$ cat src/rtl/xbar_cfg_pkg.sv
// Shared constants for the crosspoint configuration receiver.
// Assumes 9 <= N_IN <= 16 so the clamp bits fit two register bytes.
package xbar_cfg_pkg;
    localparam int N_IN_DEF     = 12;
    localparam int N_OUT_DEF    = 9;
    localparam int GAIN_W       = 2;
    localparam int SEL_W        = 5;
    localparam int EN_BIT       = 7;
    localparam int GAIN_LSB     = 5;
    localparam int SEL_LSB      = 0;
    localparam logic [6:0] DEV_ADDR7 = 7'h03;
    localparam int ADDR_SEL_BIT = 6;
    localparam logic [7:0] OUT_BASE_PTR = 8'h01;
    localparam logic [7:0] CLAMP_LO_PTR = 8'h1D;
    localparam logic [7:0] CLAMP_HI_PTR = 8'h1E;

    typedef enum logic [1:0] {ST_IDLE, ST_RX, ST_ACK, ST_SKIP} eng_st_e;
    typedef enum logic [1:0] {PH_ADDR, PH_PTR, PH_DATA} byte_ph_e;
endpackage

$ cat src/rtl/i2c_pin_sync.sv
// Brings the asynchronous SCL/SDA lines into the clk domain through two
// flops each, then flags SCL edges and START/STOP conditions.
// Assumes clk runs many times faster than SCL.
module i2c_pin_sync (
    input  logic clk,
    input  logic rst_n,
    input  logic scl_i,
    input  logic sda_i,
    output logic scl_o,
    output logic sda_o,
    output logic scl_rise_o,
    output logic scl_fall_o,
    output logic start_o,
    output logic stop_o
);
    logic [1:0] scl_sync, sda_sync;
    logic       scl_prev, sda_prev;

    // Two-stage synchronizers plus one history stage for edge detection.
    always_ff @(posedge clk) begin
        if (!rst_n) begin
            scl_sync <= 2'b11;
            sda_sync <= 2'b11;
            scl_prev <= 1'b1;
            sda_prev <= 1'b1;
        end else begin
            scl_sync <= {scl_sync[0], scl_i};
            sda_sync <= {sda_sync[0], sda_i};
            scl_prev <= scl_sync[1];
            sda_prev <= sda_sync[1];
        end
    end

    // Edge and bus-condition flags from the synchronized lines.
    always_comb begin
        scl_o      = scl_sync[1];
        sda_o      = sda_sync[1];
        scl_rise_o = scl_sync[1] & ~scl_prev;
        scl_fall_o = ~scl_sync[1] & scl_prev;
        start_o    = scl_sync[1] & scl_prev & sda_prev & ~sda_sync[1];
        stop_o     = scl_sync[1] & scl_prev & ~sda_prev & sda_sync[1];
    end
endmodule

$ cat src/rtl/i2c_wr_engine.sv
// Byte engine of the write-only slave: shifts bits on SCL rise, matches the
// address, loads the pointer, issues one write pulse per data byte and
// drives the acknowledge during the ninth clock.
// Assumes synchronized inputs from i2c_pin_sync.
module i2c_wr_engine
    import xbar_cfg_pkg::*;
(
    input  logic       clk,
    input  logic       rst_n,
    input  logic       scl_hi_i,
    input  logic       sda_i,
    input  logic       scl_rise_i,
    input  logic       scl_fall_i,
    input  logic       start_i,
    input  logic       stop_i,
    input  logic       addr_sel_i,
    output logic       sda_pull_o,
    output logic       wr_en_o,
    output logic [7:0] wr_addr_o,
    output logic [7:0] wr_data_o
);
    eng_st_e    st_q;
    byte_ph_e   ph_q;
    logic [3:0] bit_cnt_q;
    logic [7:0] shreg_q;
    logic [7:0] ptr_q;
    logic [7:0] my_addr;
    logic       byte_done;
    logic       addr_hit;

    // Expected address byte for the current select pin, write direction.
    always_comb begin
        my_addr   = {DEV_ADDR7 | (7'(addr_sel_i) << ADDR_SEL_BIT), 1'b0};
        addr_hit  = (shreg_q == my_addr);
        byte_done = (st_q == ST_RX) && scl_fall_i && (bit_cnt_q == 4'd8);
    end

    // Transfer state, bit counter, shift register and pointer.
    always_ff @(posedge clk) begin
        if (!rst_n) begin
            st_q      <= ST_IDLE;
            ph_q      <= PH_ADDR;
            bit_cnt_q <= '0;
            shreg_q   <= '0;
            ptr_q     <= '0;
        end else if (start_i) begin
            st_q      <= ST_RX;
            ph_q      <= PH_ADDR;
            bit_cnt_q <= '0;
        end else if (stop_i) begin
            st_q      <= ST_IDLE;
            bit_cnt_q <= '0;
        end else begin
            case (st_q)
                ST_RX: begin
                    if (scl_rise_i) begin
                        shreg_q   <= {shreg_q[6:0], sda_i};
                        bit_cnt_q <= bit_cnt_q + 4'd1;
                    end else if (byte_done) begin
                        st_q <= (ph_q == PH_ADDR && !addr_hit) ? ST_SKIP : ST_ACK;
                        if (ph_q == PH_PTR)  ptr_q <= shreg_q;
                        if (ph_q == PH_DATA) ptr_q <= ptr_q + 8'd1;
                    end
                end
                ST_ACK: begin
                    if (scl_fall_i) begin
                        st_q      <= ST_RX;
                        bit_cnt_q <= '0;
                        ph_q      <= (ph_q == PH_ADDR) ? PH_PTR : PH_DATA;
                    end
                end
                default: ;
            endcase
        end
    end

    // Acknowledge drive and the single-cycle register write strobe.
    always_comb begin
        sda_pull_o = (st_q == ST_ACK);
        wr_en_o    = byte_done && (ph_q == PH_DATA);
        wr_addr_o  = ptr_q;
        wr_data_o  = shreg_q;
    end

    // the pointer steps by one after every data write.
    a_r10_ptr_advance: assert property (@(posedge clk) disable iff (!rst_n)
        wr_en_o |=> (wr_addr_o == $past(wr_addr_o) + 8'd1));
    // a STOP always frees the data line.
    a_r4_stop_releases: assert property (@(posedge clk) disable iff (!rst_n)
        stop_i |=> !sda_pull_o);
    // the acknowledge pull starts only while SCL is low.
    a_r2_ack_starts_scl_low: assert property (@(posedge clk) disable iff (!rst_n)
        $rose(sda_pull_o) |-> !scl_hi_i);
endmodule

$ cat src/rtl/xbar_out_decode.sv
// Turns one output's stored enable and select into a one-hot input choice.
// Assumes select values 1..N_IN name inputs and all other values name none.
module xbar_out_decode #(
    parameter int N_IN  = 12,
    parameter int SEL_W = 5
) (
    input  logic             clk,
    input  logic             rst_n,
    input  logic             en_i,
    input  logic [SEL_W-1:0] sel_i,
    output logic [N_IN-1:0]  sel_oh_o
);
    // One-hot select, forced empty when the output is disabled.
    always_comb begin
        sel_oh_o = '0;
        for (int j = 0; j < N_IN; j++) begin
            if (en_i && (sel_i == SEL_W'(j + 1))) sel_oh_o[j] = 1'b1;
        end
    end

    // never more than one input per output.
    a_r6_onehot: assert property (@(posedge clk) disable iff (!rst_n)
        $onehot0(sel_oh_o));
    // a disabled output selects nothing.
    a_r7_disabled_none: assert property (@(posedge clk) disable iff (!rst_n)
        !en_i |-> (sel_oh_o == '0));
endmodule

$ cat src/rtl/xbar_reg_file.sv
// Control register store for the matrix: one byte per output plus two
// clamp bytes, written by pointer; unknown pointers are dropped.
// Assumes N_OUT outputs start at OUT_BASE_PTR and 9 <= N_IN <= 16.
module xbar_reg_file
    import xbar_cfg_pkg::*;
#(
    parameter int N_IN  = N_IN_DEF,
    parameter int N_OUT = N_OUT_DEF
) (
    input  logic                    clk,
    input  logic                    rst_n,
    input  logic                    wr_en_i,
    input  logic [7:0]              wr_addr_i,
    input  logic [7:0]              wr_data_i,
    output logic [N_OUT-1:0]        out_en_o,
    output logic [N_OUT*GAIN_W-1:0] out_gain_o,
    output logic [N_OUT*SEL_W-1:0]  out_sel_o,
    output logic [N_IN-1:0]         clamp_o
);
    localparam int HI_W = N_IN - 8;

    logic [7:0]      ctl_q [N_OUT];
    logic [7:0]      clamp_lo_q;
    logic [HI_W-1:0] clamp_hi_q;

    genvar k;
    generate
        for (k = 0; k < N_OUT; k++) begin : g_out
            // Store the control byte of output k on a write to its pointer.
            always_ff @(posedge clk) begin
                if (!rst_n)
                    ctl_q[k] <= '0;
                else if (wr_en_i && (wr_addr_i == OUT_BASE_PTR + 8'(k)))
                    ctl_q[k] <= wr_data_i;
            end
            assign out_en_o[k] = ctl_q[k][EN_BIT];
            assign out_gain_o[k*GAIN_W +: GAIN_W] = ctl_q[k][GAIN_LSB +: GAIN_W];
            assign out_sel_o[k*SEL_W +: SEL_W]    = ctl_q[k][SEL_LSB +: SEL_W];
        end
    endgenerate

    // Store the clamp bytes; upper bits of the high byte are reserved.
    always_ff @(posedge clk) begin
        if (!rst_n) begin
            clamp_lo_q <= '0;
            clamp_hi_q <= '0;
        end else if (wr_en_i) begin
            if (wr_addr_i == CLAMP_LO_PTR) clamp_lo_q <= wr_data_i;
            if (wr_addr_i == CLAMP_HI_PTR) clamp_hi_q <= wr_data_i[HI_W-1:0];
        end
    end

    assign clamp_o = {clamp_hi_q, clamp_lo_q};

    logic known_ptr;
    always_comb begin
        known_ptr = (wr_addr_i >= OUT_BASE_PTR && wr_addr_i < OUT_BASE_PTR + 8'(N_OUT))
                 || (wr_addr_i == CLAMP_LO_PTR) || (wr_addr_i == CLAMP_HI_PTR);
    end

    // writes to unknown pointers change nothing.
    a_r9_unknown_ptr_no_effect: assert property (@(posedge clk) disable iff (!rst_n)
        (wr_en_i && !known_ptr) |=> $stable({out_en_o, out_gain_o, out_sel_o, clamp_o}));
    // the clamp vector changes only on a clamp pointer write.
    a_r8_clamp_only_by_ptr: assert property (@(posedge clk) disable iff (!rst_n)
        !(wr_en_i && (wr_addr_i == CLAMP_LO_PTR || wr_addr_i == CLAMP_HI_PTR))
        |=> $stable(clamp_o));
endmodule

$ cat src/rtl/xbar_cfg_slave.sv
// Top of the write-only configuration receiver for a 12x9 routing matrix:
// bus sampling, byte engine, register store and per-output decode.
// Assumes the bus master never stretches and never reads.
module xbar_cfg_slave
    import xbar_cfg_pkg::*;
#(
    parameter int N_IN  = N_IN_DEF,
    parameter int N_OUT = N_OUT_DEF
) (
    input  logic                    clk,
    input  logic                    rst_n,
    input  logic                    scl_i,
    input  logic                    sda_i,
    input  logic                    addr_sel_i,
    output logic                    sda_pull_o,
    output logic [N_OUT-1:0]        out_en_o,
    output logic [N_OUT*GAIN_W-1:0] out_gain_o,
    output logic [N_OUT*N_IN-1:0]   out_sel_oh_o,
    output logic [N_IN-1:0]         clamp_mode_o
);
    logic scl_s, sda_s, scl_rise, scl_fall, start_det, stop_det;
    logic       wr_en;
    logic [7:0] wr_addr, wr_data;
    logic [N_OUT*SEL_W-1:0] out_sel;

    i2c_pin_sync u_sync (
        .clk(clk), .rst_n(rst_n), .scl_i(scl_i), .sda_i(sda_i),
        .scl_o(scl_s), .sda_o(sda_s), .scl_rise_o(scl_rise),
        .scl_fall_o(scl_fall), .start_o(start_det), .stop_o(stop_det)
    );

    i2c_wr_engine u_eng (
        .clk(clk), .rst_n(rst_n), .scl_hi_i(scl_s), .sda_i(sda_s),
        .scl_rise_i(scl_rise), .scl_fall_i(scl_fall), .start_i(start_det),
        .stop_i(stop_det), .addr_sel_i(addr_sel_i), .sda_pull_o(sda_pull_o),
        .wr_en_o(wr_en), .wr_addr_o(wr_addr), .wr_data_o(wr_data)
    );

    xbar_reg_file #(.N_IN(N_IN), .N_OUT(N_OUT)) u_regs (
        .clk(clk), .rst_n(rst_n), .wr_en_i(wr_en), .wr_addr_i(wr_addr),
        .wr_data_i(wr_data), .out_en_o(out_en_o), .out_gain_o(out_gain_o),
        .out_sel_o(out_sel), .clamp_o(clamp_mode_o)
    );

    genvar k;
    generate
        for (k = 0; k < N_OUT; k++) begin : g_dec
            xbar_out_decode #(.N_IN(N_IN), .SEL_W(SEL_W)) u_dec (
                .clk(clk), .rst_n(rst_n), .en_i(out_en_o[k]),
                .sel_i(out_sel[k*SEL_W +: SEL_W]),
                .sel_oh_o(out_sel_oh_o[k*N_IN +: N_IN])
            );
        end
    endgenerate

    // with no transfer in progress the slave never drives the bus.
    a_r3_quiet_when_idle: assert property (@(posedge clk) disable iff (!rst_n)
        (stop_det || start_det) |=> !sda_pull_o);
endmodule

$ cat config.mk
export PLATFORM = sky130hd
export DESIGN_NAME = xbar_cfg_slave
export DESIGN_NICKNAME = d
export VERILOG_FILES = /design/src/rtl/xbar_cfg_pkg.sv /design/src/rtl/i2c_pin_sync.sv /design/src/rtl/i2c_wr_engine.sv /design/src/rtl/xbar_out_decode.sv /design/src/rtl/xbar_reg_file.sv /design/src/rtl/xbar_cfg_slave.sv
export SDC_FILE = /design/constraint.sdc
export NUM_CORES = 1
export LEC_CHECK = 0
export ABC_AREA = 1
export ABC_CLOCK_PERIOD_IN_PS = 4600
export BUFFER_PORTS_ARGS = -buffer_cell sky130_fd_sc_hd__buf_4
export CORE_MARGIN = 4
export CORE_UTILIZATION = 50
export CTS_CLUSTER_DIAMETER = 80
export DETAILED_ROUTE_END_ITERATION = 8
export PLACE_DENSITY_LB_ADDON = 0.15
export SLEW_MARGIN = 10
export SYNTH_ARGS = -nofsm -noshare
export SYNTH_HDL_FRONTEND = slang
export SYNTH_SLANG_ARGS = --single-unit
$ cat constraint.sdc
create_clock -name clk -period 4.6 [get_ports clk]
set_clock_uncertainty 0.05 [all_clocks]
set_input_delay 0.69 -clock clk [delete_from_list [all_inputs] [get_ports clk]]
set_output_delay 0.69 -clock clk [all_outputs]
set_load 0.05 [all_outputs]
* After elaboration in Yosys (flattened, before gate mapping)
Memories as Yosys holds them, arrays and structs flattened.
Cells that the tools add are included.
** Storage, ports and cells
- Register bits :: 42
- Bits in writable memories :: 72
- Input port bits :: 5
- Logic and storage cells :: 465
- Memories kept :: 1
** Memory list
- u_regs.ctl_q :: depth 9, width 8, read ports 9, clocked after Yosys merged registers in 0, wr ports 9, line xbar_reg_file.sv:22 : logic [7:0] ctl_q [N_OUT];
** Cells by class
- Add/sub/neg operators :: 2
- Eq/ne operators :: 132
- Muxes and demuxes :: 158
- Bitwise operators :: 24
- Reduce and logical (&&, ||, !) cells :: 136
** Operators with widths (number)
- 5-bit by 4-bit equality test with 1-bit output, second input constant :: 45
- 5-bit by 3-bit equality test with 1-bit output, second input constant :: 36
- 1-bit two-way mux :: 139
- 1-bit logical AND :: 121
- 5-bit by 2-bit equality test with 1-bit output, second input constant :: 18
- 8-bit two-way mux :: 11
- 5-bit by 1-bit equality test with 1-bit output, second input constant :: 9
- 8-bit by 3-bit equality test with 1-bit output, second input constant :: 4
- 8-bit by 2-bit equality test with 1-bit output, second input constant :: 2
- 8-bit by 4-bit equality test with 1-bit output, second input constant :: 2
- 8-bit by 5-bit equality test with 1-bit output, second input constant :: 2
- 4-bit AND reduction :: 3
- 1-bit bitwise OR :: 9
- 8-bit by 1-bit adder with 8-bit output, second input constant :: 1
- 8-bit by 1-bit equality test with 1-bit output, second input constant :: 1
- 8-bit equality test :: 1
- 2-bit two-way mux :: 4
- 4-bit two-way mux :: 2
- 1-bit NOT :: 8
- 4-bit one-hot mux with 2 select lines :: 1
- 1-bit bitwise AND :: 7
- 3-bit AND reduction :: 2
- 6-bit AND reduction :: 1
- 4-bit by 1-bit adder with 4-bit output, second input constant :: 1
- 16 further kinds :: 22

* Longest topological paths before layout
- Depth in word-level cells :: 10
- Gate-level depth with buffers :: 10

* Cells and area by module
From an unflattened synthesis, not the netlist that was laid out.
** Second synthesis, totals
- Cell total of the unflattened synthesis :: 782
- Area, all modules :: 6019.5 um^2
** Modules (own cells, without submodules)
- xbar_reg_file :: instances 1, cells each 285, area each 3348.2 um^2
- i2c_wr_engine :: instances 1, cells each 191, area each 1357.6 um^2
- xbar_out_decode :: instances 9, cells each 31, area each 123.9 um^2
- i2c_pin_sync :: instances 1, cells each 27, area each 198.9 um^2

* Worst setup path after synthesis
Ideal clock, no wire load.
- Path kind :: reg-to-output
- From :: memory u_regs.ctl_q[8][1]
- To :: output port out_sel_oh_o[103]
- Arrival :: 2052 ps
- Setup slack :: 1808 ps
- Stages on the path, launching flop included :: 4
- Buffers on the path :: 0
- Path through :: edfxtp_1 inv_1 nand2_1 nor4_1
** RTL lines
- from (decl) :: line xbar_reg_file.sv:22
- to (decl) :: line xbar_cfg_slave.sv:18 : output logic [N_OUT*N_IN-1:0] out_sel_oh_o,

==> flow_metrics.tcl <==
set metrics [dict create \
    synth.distinct_cells 31 \
    gp_congestion 0.927 \
    worst-path-stages 5 \
    max_cap_viol_count 0 \
    initial_core_util_pct 51.4 \
    n_antenna_cell 0 \
    die_x_um 117 \
    synthesis.area_um2 5900 \
    period_share_pct 54.9 \
    hold_path_class "register to register" \
    ctsHoldBuffers 0 \
    routed_via_density 5.18 \
    ys_seq_area_share_pct 50.9 \
    die_h_um 117 \
    drt_first_iter_violations 376 \
    yosysTopAreaCell "edfxtp_1" \
    total_power_mw 2.79 \
    drtPass1Iterations 5 \
    drv_slew 0 \
    end_kind "output pin" \
    cts-root-buf "clkbuf_16" \
    whs_ns 0.362 \
    synth_common_cells "nor2_1, nand2_1, inv_1, edfxtp_1, nand3_1" \
    crit_buf_inv 2 \
    async_reset_ff_share_pct 0 \
    synth_edf_count 72 \
    yosysTopAreaCellShare_pct 36.6 \
    setup_viol 0 \
    p_per_area_nw_per_um2 366 \
    syn_nets 755 \
    worstSetupPathType "register to output pin" \
    syn_inst 740 \
    grt_max_degree 51 \
    yosysMostFrequentCell "nor2_1" \
    slew_headroom_pct 47.0 \
    vias 5388 \
    place_area_um2 7070 \
    ant_nets 0 \
    cp-startpoint "u_regs.ctl_q[5][7]" \
    vdd_ir_drop_max_v 0.000356 \
    io_pins 153 \
    wl_per_cell_um 14.1 \
    hold_viol_final 0 \
    grt_pass1_vias 5012 \
    r2r_cells 6 \
    nets 899 \
    arrival_ns 1.78 \
    start_kind "register" \
    cts_max_level 4 \
    clkTransAtPathRegs_ns 0.05 \
    critical_path.top_delay_family "simple AND/OR/NAND/NOR gates" \
    overflow 0 \
    ys_warn_count 0 \
    cp_cell_sequence "inv_1, nor2_1, nand3_1, nor3_1, buf_4" \
    run_status "finished, final reports clean" \
    ctsResizeCount 0 \
    ys_top_cells_by_area "edfxtp_1, dfxtp_1, nor2_1" \
    antenna_found_initial 0 \
    fmax_ghz 0.396 \
    fillerInstances 921 \
    numCtsBuffers 17 \
    cts_tree "yes" \
    clk_latency_ns 0.41 \
    critical_path.max_stage_delay_ns 0.38 \
    rr_startpoint "u_eng.ph_q[0]" \
    io_buffers 152 \
    syn_to_final_growth_pct 29.5 \
    cp.required_ns 3.86 \
    p_leak_nw 3.24 \
    fin_crit_ns 2.52 \
    synth.avg_cell_area_um2 7.97 \
    setup_tns_ns 0 \
    r2r_setup_slack_ns 2.12 \
    slowest_stage "edfxtp_1" \
    rsz0062_at_grt "false" \
    synthFlopType "edfxtp_1" \
    die_area_um2 13600 \
    core_area_um2 11500 \
    drive_gt1_share_pct 24.4 \
    clk_path_buf_depth 2 \
    clock_sinks 114 \
    track_usage_pct 21.5 \
    post_cts_buffers 0 \
    drc 0 \
    worst_pin_slew_ns 0.793 \
    r2r-end "u_regs.ctl_q[8][1]" \
    finalInstanceArea_um2 7640 \
    setup.worst_path.end "out_sel_oh_o[66]" \
    grt_pass1_wl_um 22900 \
    routed_wl_um 14600 \
    dp_hpwl_um 10400 \
    crit_path_max_fanout 5 \
    ys_ff_latch 114 \
    rows 39 \
]
[layout make-up]
cell class | instances | area (µm²) | area share, %
flip-flops and latches | 114 | 3000 | 39.3
multi-input cells | 510 | 2420 | 31.6
repair buffers | 152 | 1140 | 14.9
clock buffers | 18 | 429 | 5.62
inverters | 89 | 334 | 4.37
well taps | 143 | 179 | 2.34
clock inverters | 14 | 140 | 1.83
[how the worst min path moves through the flow]
stage,startpoint,slack (ns),end,cells past startpoint
after floorplan,u_sync.scl_sync[0],0.34,u_sync.scl_sync[1],1
final,u_sync.scl_sync[0],0.36,u_sync.scl_sync[1],1
after global placement,u_sync.sda_sync[0],0.35,u_sync.sda_sync[1],1
after detailed placement,u_sync.scl_sync[0],0.35,u_sync.scl_sync[1],1
after global routing,u_sync.scl_sync[0],0.38,u_sync.scl_sync[1],1
after CTS,u_sync.scl_sync[0],0.37,u_sync.scl_sync[1],1
[flip-flops by register name, indices dropped and copies added, names as in the netlist, 2 cells and up]
| name | cells |
|---|---|
| u_regs.ctl_q | 72 |
| u_eng.wr_addr_o | 8 |
| u_eng.wr_data_o | 8 |
| u_regs.clamp_lo_q | 8 |
| u_eng.bit_cnt_q | 4 |
| u_regs.clamp_hi_q | 4 |
| u_eng.ph_q | 2 |
| u_eng.st_q | 2 |
| u_sync.scl_sync | 2 |
| u_sync.sda_sync | 2 |
[placed cells by master (no fill, tap or decap), types with 10 or more instances in the layout]
master,count
ha_1,10
buf_4,152
edfxtp_1,72
nand2_1,119
nor2_2,10
nand3_1,60
dfxtp_1,42
nor3_1,28
clkbuf_16,17
a21oi_1,19
inv_1,87
nor2_1,197
o21ai_0,24
[per-layer routing]
metal / wire (µm) / global-route usage [%] / share of wire (%)
met1: 5880 / 25.3 / 40
met2: 7270 / 37.8 / 50
met3: 1130 / 5.08 / 7.8
met4: 318 / 9.10 / 2.2
met5: 0 / 0 / 0
[through the flow]
step	utilization (%)	setup WS, ns	cells
3_5_place_dp	61.7	2.16	1008
5_1_grt	66.6	1.86	1040
4_1_cts	66.6	2.12	1040
3_3_place_gp	61.7	2.24	1008
2_1_floorplan	-	1.81	740
6_report	66.6	2.08	1040
[where the power goes]
group | switching [mW] | total, mW | leakage (nW) | internal (mW)
Clock | 0.456 | 1.25 | 0.270 | 0.792
Combinational | 0.272 | 0.374 | 1.94 | 0.102
Sequential | 0.0337 | 1.17 | 1.03 | 1.14
Total | 0.762 | 2.79 | 3.24 | 2.03
[cell families after synthesis]
family	synth area share (%)
AO/OA/AOI/OAI	3.88
XOR/XNOR	0.148
adder cells (fa/ha/maj)	2.12
buffers and inverters	8.14
flip-flops	50.9
AND/OR/NAND/NOR	34.8
Power figures use the tool's default switching activity.
